<file path="config.mk">
export PLATFORM = sky130hd
export DESIGN_NAME = qdec_timer
export DESIGN_NICKNAME = d
export VERILOG_FILES = /design/src/rtl/qdec_pkg.sv /design/src/rtl/qdec_sync.sv /design/src/rtl/qdec_phase.sv /design/src/rtl/qdec_counter.sv /design/src/rtl/qdec_regs.sv /design/src/rtl/qdec_timer.sv
export SDC_FILE = /design/constraint.sdc
export NUM_CORES = 1
export LEC_CHECK = 0
export BUFFER_PORTS_ARGS = -buffer_cell sky130_fd_sc_hd__buf_2
export CAP_MARGIN = 0
export CORE_ASPECT_RATIO = 0.75
export CORE_MARGIN = 3
export CORE_UTILIZATION = 55
export CTS_CLUSTER_SIZE = 14
export DETAILED_ROUTE_END_ITERATION = 12
export GPL_ROUTABILITY_DRIVEN = 0
export PLACE_DENSITY_LB_ADDON = 0.2
export SETUP_SLACK_MARGIN = 0.2
export SYNTH_ARGS = -nofsm -noshare
export SYNTH_HDL_FRONTEND = slang
export SYNTH_SLANG_ARGS = --single-unit
export TNS_END_PERCENT = 10
</file>
<file path="constraint.sdc">
create_clock -name clk -period 4.5 [get_ports clk]
set_input_delay 0.9 -clock clk [delete_from_list [all_inputs] [get_ports clk]]
set_output_delay 0.9 -clock clk [all_outputs]
set_load 0.01 [all_outputs]
</file>
<file path="src/rtl/qdec_pkg.sv">
package qdec_pkg;

  typedef enum logic [1:0] {
    STEP_NONE = 2'd0,
    STEP_UP   = 2'd1,
    STEP_DN   = 2'd2,
    STEP_BAD  = 2'd3
  } step_e;

  localparam int ADR_W = 3;
  localparam logic [ADR_W-1:0] ADR_CTRL  = 3'd0;
  localparam logic [ADR_W-1:0] ADR_COUNT = 3'd1;
  localparam logic [ADR_W-1:0] ADR_CMP   = 3'd2;
  localparam logic [ADR_W-1:0] ADR_STAT  = 3'd3;
  localparam logic [ADR_W-1:0] ADR_IEN   = 3'd4;

  localparam logic [2:0] MODE_PHASE = 3'd4;

  localparam int NFLAG   = 4;
  localparam int FLG_OVF = 0;
  localparam int FLG_UNF = 1;
  localparam int FLG_MAT = 2;
  localparam int FLG_CAP = 3;

  // bit 0 run, [3:1] mode, [6:4] prescaler, [8:7] edge, [10:9] clear source, [11] capture enable
  typedef struct packed {
    logic       cap_en;
    logic [1:0] clr_sel;
    logic [1:0] edge_sel;
    logic [2:0] psc;
    logic [2:0] mode;
    logic       run;
  } ctrl_t;

  localparam int CTRL_W = $bits(ctrl_t);

endpackage

</file>
<file path="src/rtl/qdec_sync.sv">
module qdec_sync #(
  parameter int W      = 3,
  parameter int STAGES = 2
) (
  input  logic         clk,
  input  logic         rst,
  input  logic [W-1:0] d,
  output logic [W-1:0] q
);

  logic [W-1:0] chain [STAGES];

  genvar s;
  generate
    for (s = 0; s < STAGES; s++) begin : g_stage
      if (s == 0) begin : g_first
        always_ff @(posedge clk) begin
          if (rst) chain[s] <= '0;
          else     chain[s] <= d;
        end
      end else begin : g_next
        always_ff @(posedge clk) begin
          if (rst) chain[s] <= '0;
          else     chain[s] <= chain[s-1];
        end
      end
    end
  endgenerate

  assign q = chain[STAGES-1];

endmodule

</file>
<file path="src/rtl/qdec_phase.sv">
module qdec_phase
  import qdec_pkg::*;
(
  input  logic       clk,
  input  logic       rst,
  input  logic [1:0] ab,
  output step_e      step
);

  logic [1:0] prev;

  // position on the cycle 00 -> 10 -> 11 -> 01, with ab = {A,B}
  function automatic logic [1:0] pos(input logic [1:0] v);
    return {v[0], v[1] ^ v[0]};
  endfunction

  always_ff @(posedge clk) begin
    if (rst) prev <= '0;
    else     prev <= ab;
  end

  logic [1:0] delta;
  always_comb begin
    delta = pos(ab) - pos(prev);
    case (delta)
      2'd1:    step = STEP_UP;
      2'd3:    step = STEP_DN;
      2'd2:    step = STEP_BAD;
      default: step = STEP_NONE;
    endcase
  end

endmodule

</file>
<file path="src/rtl/qdec_counter.sv">
module qdec_counter
  import qdec_pkg::*;
#(
  parameter int W = 16
) (
  input  logic         clk,
  input  logic         rst,
  input  logic         en,
  input  step_e        step,
  input  logic         clr_on,
  input  logic [W-1:0] cmp,
  input  logic         wr,
  input  logic [W-1:0] wr_val,
  output logic [W-1:0] cnt,
  output logic         dir,
  output logic         ovf_p,
  output logic         unf_p,
  output logic         mat_p
);

  localparam logic [W-1:0] TOP = '1;
  localparam logic [W-1:0] ONE = W'(1);

  logic up, mov, at_cmp, wipe;

  always_comb begin
    up     = (step == STEP_UP);
    mov    = en && (up || step == STEP_DN);
    at_cmp = (cnt == cmp);
    wipe   = mov && clr_on && at_cmp;
    ovf_p  = mov && !wr && !wipe && up && (cnt == TOP);
    unf_p  = mov && !wr && !wipe && !up && (cnt == '0);
    mat_p  = mov && !wr && at_cmp;
  end

  always_ff @(posedge clk) begin
    if (rst) begin
      cnt <= '0;
      dir <= 1'b0;
    end else begin
      if (mov) dir <= up;
      if (wr)        cnt <= wr_val;
      else if (wipe) cnt <= '0;
      else if (mov)  cnt <= up ? cnt + ONE : cnt - ONE;
    end
  end

endmodule

</file>
<file path="src/rtl/qdec_regs.sv">
module qdec_regs
  import qdec_pkg::*;
#(
  parameter int W = 16
) (
  input  logic             clk,
  input  logic             rst,
  input  logic             wr_en,
  input  logic [ADR_W-1:0] wr_addr,
  input  logic [W-1:0]     wr_data,
  input  logic [ADR_W-1:0] rd_addr,
  input  logic [W-1:0]     cnt,
  input  logic             dir,
  input  logic             ovf_p,
  input  logic             unf_p,
  input  logic             mat_p,
  input  logic             cap_p,
  output ctrl_t            ctrl,
  output logic [W-1:0]     cmp,
  output logic [NFLAG-1:0] flags,
  output logic [NFLAG-1:0] ien,
  output logic [W-1:0]     rd_data,
  output logic             irq
);

  logic             cap_hit;
  logic [NFLAG-1:0] set_v, clr_v;

  always_comb begin
    cap_hit        = cap_p && ctrl.cap_en;
    set_v          = '0;
    set_v[FLG_OVF] = ovf_p;
    set_v[FLG_UNF] = unf_p;
    set_v[FLG_MAT] = mat_p;
    set_v[FLG_CAP] = cap_hit;
    clr_v = (wr_en && wr_addr == ADR_STAT) ? wr_data[NFLAG-1:0] : '0;
  end

  always_ff @(posedge clk) begin
    if (rst) begin
      ctrl    <= '0;
      cmp     <= '0;
      flags   <= '0;
      ien     <= '0;
      irq     <= 1'b0;
      rd_data <= '0;
    end else begin
      if (wr_en && wr_addr == ADR_CTRL) ctrl <= ctrl_t'(wr_data[CTRL_W-1:0]);
      if (wr_en && wr_addr == ADR_IEN)  ien  <= wr_data[NFLAG-1:0];
      if (wr_en && wr_addr == ADR_CMP)  cmp  <= wr_data;
      else if (cap_hit)                 cmp  <= cnt;
      flags <= (flags & ~clr_v) | set_v;
      irq   <= |(flags & ien);
      case (rd_addr)
        ADR_CTRL:  rd_data <= W'(ctrl);
        ADR_COUNT: rd_data <= cnt;
        ADR_CMP:   rd_data <= cmp;
        ADR_STAT:  rd_data <= W'({dir, flags});
        ADR_IEN:   rd_data <= W'(ien);
        default:   rd_data <= '0;
      endcase
    end
  end

endmodule

</file>
<file path="src/rtl/qdec_timer.sv">
module qdec_timer
  import qdec_pkg::*;
#(
  parameter int CNT_W       = 16,  // must be at least CTRL_W
  parameter int SYNC_STAGES = 2
) (
  input  logic             clk,
  input  logic             rst,
  input  logic             phase_a,
  input  logic             phase_b,
  input  logic             cap_in,
  input  logic             wr_en,
  input  logic [ADR_W-1:0] wr_addr,
  input  logic [CNT_W-1:0] wr_data,
  input  logic [ADR_W-1:0] rd_addr,
  output logic [CNT_W-1:0] rd_data,
  output logic             irq
);

  localparam int NSYNC = 3;

  logic [NSYNC-1:0] raw_in, synced;
  assign raw_in = {cap_in, phase_a, phase_b};

  qdec_sync #(.W(NSYNC), .STAGES(SYNC_STAGES)) u_sync (
    .clk(clk), .rst(rst), .d(raw_in), .q(synced)
  );

  step_e step;
  qdec_phase u_phase (
    .clk(clk), .rst(rst), .ab(synced[1:0]), .step(step)
  );

  logic cap_prev, cap_p;
  always_ff @(posedge clk) begin
    if (rst) cap_prev <= 1'b0;
    else     cap_prev <= synced[2];
  end
  assign cap_p = synced[2] & ~cap_prev;

  ctrl_t            ctrl_q;
  logic [CNT_W-1:0] cnt_q, cmp_q;
  logic [NFLAG-1:0] flags_q, ien_q;
  logic             dir_q, ovf_p, unf_p, mat_p;
  logic             cnt_en, clr_on, cnt_wr;

  assign cnt_en = ctrl_q.run && (ctrl_q.mode == MODE_PHASE);
  assign clr_on = (ctrl_q.clr_sel == 2'b01);
  assign cnt_wr = wr_en && (wr_addr == ADR_COUNT);

  qdec_counter #(.W(CNT_W)) u_cnt (
    .clk(clk), .rst(rst), .en(cnt_en), .step(step), .clr_on(clr_on),
    .cmp(cmp_q), .wr(cnt_wr), .wr_val(wr_data), .cnt(cnt_q), .dir(dir_q),
    .ovf_p(ovf_p), .unf_p(unf_p), .mat_p(mat_p)
  );

  qdec_regs #(.W(CNT_W)) u_regs (
    .clk(clk), .rst(rst), .wr_en(wr_en), .wr_addr(wr_addr), .wr_data(wr_data),
    .rd_addr(rd_addr), .cnt(cnt_q), .dir(dir_q), .ovf_p(ovf_p), .unf_p(unf_p),
    .mat_p(mat_p), .cap_p(cap_p), .ctrl(ctrl_q), .cmp(cmp_q), .flags(flags_q),
    .ien(ien_q), .rd_data(rd_data), .irq(irq)
  );

endmodule

</file>
Word level (Yosys, flattened, before mapping)
Memories as Yosys holds them, arrays and structs flattened.
Index checks and enable logic that the tools add are counted.
Widths: inputs -> output; s select.
{ "word_totals": {"regBits": 73, "latch_bits": 0, "mem_bits_rw": 6, "mem_bits_ro": 0, "in_bits": 28, "output_inout_bits": 17, "elab_cells": 87, "memories": 1} }
{ "memory_table": {"columns": ["name", "depth", "width", "read_ports", "rd_ports_with_merged_regs", "wr", "line", "rtl"], "rows": [
  ["u_sync.chain", 2, 3, 2, 0, 2, "qdec_sync.sv:11", "logic [W-1:0] chain [STAGES];"]
]} }
{ "classes": {"n_addsub": 3, "mul": 0, "n_div": 0, "magnitude_cmp": 0, "eq_ne": 17, "shift": 0, "muxes": 14, "bitwise_logic": 10, "n_reduce_logical": 27} }
{ "op_table": {"columns": ["cell", "count"], "rows": [
  ["$mux 16", 6],
  ["$pmux 16 s5", 1],
  ["$logic_and 1x1->1", 17],
  ["$add 16x1->16 const B", 1],
  ["$eq 16x16->1", 1],
  ["$eq 16x16->1 const B", 1],
  ["$logic_not 16->1", 1],
  ["$sub 16x1->16 const B", 1],
  ["$eq 3x2->1 const B", 4],
  ["$eq 3x3->1 const B", 3],
  ["$and 4x4->4", 2],
  ["$eq 2x1->1 const B", 3],
  ["$eq 2x2->1 const B", 3],
  ["$eq 3x1->1 const B", 2],
  ["$logic_not 3->1", 2],
  ["$mux 3", 2],
  ["$pmux 2 s3", 1],
  ["$mux 4", 1],
  ["$not 4->4", 1],
  ["$or 4x4->4", 1],
  ["$reduce_or 4->1", 1],
  ["$logic_not 1->1", 3],
  ["$mux 1", 3],
  ["$reduce_bool 3->1", 1],
  ["7 further kinds", 9]
]} }

Longest topological paths before layout
{ "logic_depth": {"ltp_word": 14, "depth_mapped": 14, "mapped_depth_nobuf": 13} }

Cells and area by module
Synthesis repeated with hierarchy kept, for this count alone.
{ "unflattened": {"cells_unflattened": 535, "area_unflattened_um2": 4504.3} }
{ "by_module_without_submodules": {"columns": ["mod", "n_inst", "cells_each", "area_each_um2"], "rows": [
  ["qdec_regs", 1, 263, 2296.0],
  ["qdec_counter", 1, 242, 1845.5],
  ["qdec_sync", 1, 12, 157.7],
  ["qdec_phase", 1, 12, 141.4],
  ["qdec_timer", 1, 6, 63.8]
]} }

Worst setup path after synthesis
No wires, ideal clock.
{ "synth_path": {"path_type": "register -> register", "startpoint": "register u_phase.prev[0]", "endpoint": "register u_cnt.cnt[13]", "setup_ns": 0.132, "arrival_time_ns": 3.060, "slack_ns": 1.308, "path_stages_with_launch": 14, "path_buffers": 0, "period_less_slack_ns": 3.192, "cell_sequence": "dfxtp_1 > xor2_1 > ha_1 > xor2_1 > xnor2_1 > nor2b_1 > inv_1 > ha_1 > a211o_1 > a211o_1 > a2111oi_0 > a41oi_1 > nand4_1 > a21oi_1"} }
{ "synth_between": {"elab_chain_cells": 11, "word_cells_on_any_way": 17} }
{ "synth_lines": {"columns": ["element", "line", "rtl"], "rows": [
  ["start, declared", "qdec_phase.sv:10", "logic [1:0] prev;"],
  ["start signal, assigned", "qdec_phase.sv:18", "if (rst) prev <= '0;"],
  ["start signal, assigned", "qdec_phase.sv:19", "else prev <= ab;"],
  ["$xor 1x1->1", "qdec_phase.sv:14", "return {v[0], v[1] ^ v[0]};"],
  ["$sub 2x2->2 *", "qdec_phase.sv:24", "delta = pos(ab) - pos(prev);"],
  ["$eq 2x2->1 or $eq 2x1->1 (tied branches)", "qdec_phase.sv:25", "case (delta)"],
  ["$pmux 2 s3 *", "qdec_phase.sv:25", null],
  ["$eq 2x1->1 or $eq 2x2->1 (tied branches)", "qdec_counter.sv:27, qdec_counter.sv:28", null],
  ["$logic_or 1x1->1", "qdec_counter.sv:28", "mov = en && (up || step == STEP_DN);"],
  ["$logic_and 1x1->1", "qdec_counter.sv:28", null],
  ["$logic_and 1x1->1 (2 in series)", "qdec_counter.sv:30", "wipe = mov && clr_on && at_cmp;"],
  ["$mux 16", "qdec_counter.sv:43", "else if (wipe) cnt <= '0;"],
  ["$mux 16", "qdec_counter.sv:42", "if (wr) cnt <= wr_val;"],
  ["end signal, assigned", "qdec_counter.sv:42", null],
  ["end signal, assigned", "qdec_counter.sv:44", "else if (mov) cnt <= up ? cnt + ONE : cnt - ONE;"],
  ["end, declared", "qdec_counter.sv:14", "output logic [W-1:0] cnt,"]
]} }
Every way passes the cells marked *; elsewhere a longest branch is shown, timed or not. The select of a mux whose other input is x is not followed.
A chain may end at the register's enable or synchronous reset.

==> impl_metrics.toml <==
[status]
status = "complete, no violations"

[floorplanning]
die_h_um = 83.0
start_util_pct = 58.0
ioPinCount = 45
num_rows = 27
fp.dieArea_um2 = 9020
die_width_um = 109
core-area_um2 = 7500

[clock_network]
clock_path_buffers = 2
clock-sinks = 79
cts-root-buf = "clkbuf_8"
clk_pin_slew_ps = 80
ctsHoldBuffers = 0
cts_buffers = 9
post-cts-setup-buffers = 0
clock_latency_ps = 370
h-tree-depth = 3
cts_resized = 0
cts_tree = "built"

[sta]
holdWs_ps = 448
hold_violations = 0
relSlewSlack_pct = 18.5
setup_viol = 0
finalCriticalPeriod_ps = 3770
tightest_slew_ps = 1220
finClkSkew_ps = 9.21
fin_crit_sh_pct = 83.8
fin_setup_tns_ps = 0
max_freq_mhz = 265
rsz0062_at_grt = "no"
fin_ws_ps = 730
slew_viol_final = 0

[global_route]
grt_pass1_wl_um = 19000
antenna_found_initial = 0
grt.overflow.total = 0
gr-usage-all-layers_pct = 26.6
grt_max_degree = 52
grt_pass1_vias = 3731

[power]
leakage_uw = 0.00194
power.density_nw_per_um2 = 322
combinationalPowerShare_pct = 18.1
clockPowerShare_pct = 34.3
seq_power_share_pct = 47.6
power_switching_uw = 445
p_int_uw = 1090
swShare_pct = 28.9
ir_drop_mv = 0.205

[final_layout]
n_antenna_cell = 0
final_nets = 567
drive_gt1_share_pct = 13.9
post-route-util_pct = 63.7
area_growth_pct = 9.99

[drt]
drtAntennaViolNets = 0
drt_wl_total_um = 11500
via_count = 3834
drt_iter0_drc = 358
drc = 0
viasPerCell = 6.12
drt_pass1_iterations = 7
wl_per_cell_um = 18.4

[worst_setup_path]
worst_path_dominant_cell_family = "compound AO/OA/AOI/OAI gates"
crit_cells = 13
critical_path_class = "reg2reg"
cp_num_buf_inv = 1
cp_max_fo = 18
required_ps = 4720
worst_path_largest_cell_delay_ps = 420
crit_chain = "xnor2_1 > ha_1 > xor2_1 > xnor2_1 > nor2b_1 > inv_1 > ha_1 > a211o_1 > a211o_1 > a2111oi_0 > a41oi_1 > nand4_1 > a21oi_1"
startpoint_type = "flip-flop"
critPathSlowestCell = "ha_1"
reg2reg_depth = 13
cp.arrival_ps = 3990
endpoint_kind = "flip-flop"

[synthesis]
ys_warn_count = 0
yosys.area.top_type = "dfxtp_1"
ys_seq_area_share_pct = 36.4
yosysMostFrequentCell = "dfxtp_1"
synth-edff-count = 0
ys_top_cells_by_count = "dfxtp_1, nor2_1, a21oi_1"
synthFlopType = "dfxtp_1"
synth.top_cell.area_share_pct = 36.4
syn_nets = 539
syn_area_um2 = 4350
synth_top_cells_by_area = "dfxtp_1, mux2i_1, ha_1"
synth.avg_cell_area_um2 = 8.83
synth.distinct_cells = 58
ys_async_sr_fraction_pct = 0
ys_ff_latch = 79
synthCells = 492

[placed_design]
io_buffers = 44
hpwlAfterDp_um = 8100
place_ws_ps = 769

[run]
cap_viol_max_count = 0

[hold_path]
min_path_type = "reg2reg"
hold_depth = 1
worst reg2reg max path, cell delays in order, from the launching register on:
cell       delay [ps]
dfxtp_1           390
xnor2_1           150
ha_1              180
xor2_1            200
xnor2_1           180
nor2b_1           390
inv_1             410
ha_1              420
a211o_1           310
a211o_1           340
a2111oi_0         380
a41oi_1            90
nand4_1           110
a21oi_1            70
flip-flops by register name, indices dropped and copies added (netlist names), 2 cells and up:
signal	count
u_cnt.cnt	16
u_phase.prev	2
u_regs.cmp	16
u_regs.ctrl	12
u_regs.flags	4
u_regs.ien	4
u_regs.rd_data	16
u_sync.chain	6
power by group through the flow:
| stage | registers, uW | clock network [uW] | logic (uW) |
|---|---|---|---|
| floorplan | 742 | 0 | 208 |
| global placement | 748 | 0 | 266 |
| detailed placement | 749 | 0 | 273 |
| CTS | 732 | 533 | 275 |
| global route | 735 | 564 | 309 |
| finish | 732 | 529 | 279 |
per-layer routing:
| layer | GRT usage, % | part of all wire, % | vias to the layer above |
|---|---|---|---|
| li1 | - | - | 1847 |
| met1 | 37.2 | 46 | 1826 |
| met2 | 40.6 | 45 | 151 |
| met3 | 6.76 | 8.0 | 10 |
| met4 | 7.22 | 0.81 | 0 |
| met5 | 0 | 0 | - |
logic make-up (layout without fill, tap and decap cells):
logic type               count (synthesis)  in the layout  share of synthesized area, %
AND/OR/NAND/NOR                        160            160                          18.1
AO/OA/AOI/OAI                          129            129                          20.5
flip-flops                              79             79                          36.4
multiplexers                            39             39                          9.27
buffers and inverters                   35             68                          3.48
XOR/XNOR                                31             31                          6.59
adder cells (fa/ha/maj)                 19             19                          5.64
metrics by stage:
step,power (uW),cells,cell area (um2)
after floorplan,951,492,4350
after global placement,1010,610,4580
after detailed placement,1020,610,4580
after CTS,1540,626,4780
after global routing,1610,626,4780
final,1540,626,4780
cells in the final DEF (no fill, tap or decap), types with 6 or more instances in the layout:
master,netlist,final
a211oi_1,16,16
a21oi_1,44,44
a222oi_1,8,8
a22oi_1,15,15
buf_2,4,44
clkbuf_8,0,10
dfxtp_1,79,79
ha_1,18,18
mux2i_1,38,38
nand2_1,39,39
nand2b_1,6,6
nand4_1,10,10
nor2_1,60,60
nor2b_1,14,14
o21ai_0,8,8
xnor2_1,22,22
xor2_1,7,7
area by class of cell:
type	instances	area, um2
fillers	661	2720
multi-input cells	378	2610
flip-flops and latches	79	1580
repair buffers	47	243
clock buffers	10	138
well taps	101	126
clock inverters	6	60.1
inverters	5	18.8
worst paths after layout:
kind / end / start / slack (ps)
max: u_cnt.cnt[13]$_SDFFE_PP0P_ / u_sync.chain[1][0]$_SDFF_PP0_ / 730
min: u_sync.chain[1][1]$_SDFF_PP0_ / u_sync.chain[0][1]$_SDFF_PP0_ / 450
max reg2reg: u_cnt.cnt[13]$_SDFFE_PP0P_ / u_sync.chain[1][0]$_SDFF_PP0_ / 730
min reg2reg: u_sync.chain[1][1]$_SDFF_PP0_ / u_sync.chain[0][1]$_SDFF_PP0_ / 450
Note: power is estimated with default switching activity, not from simulation.
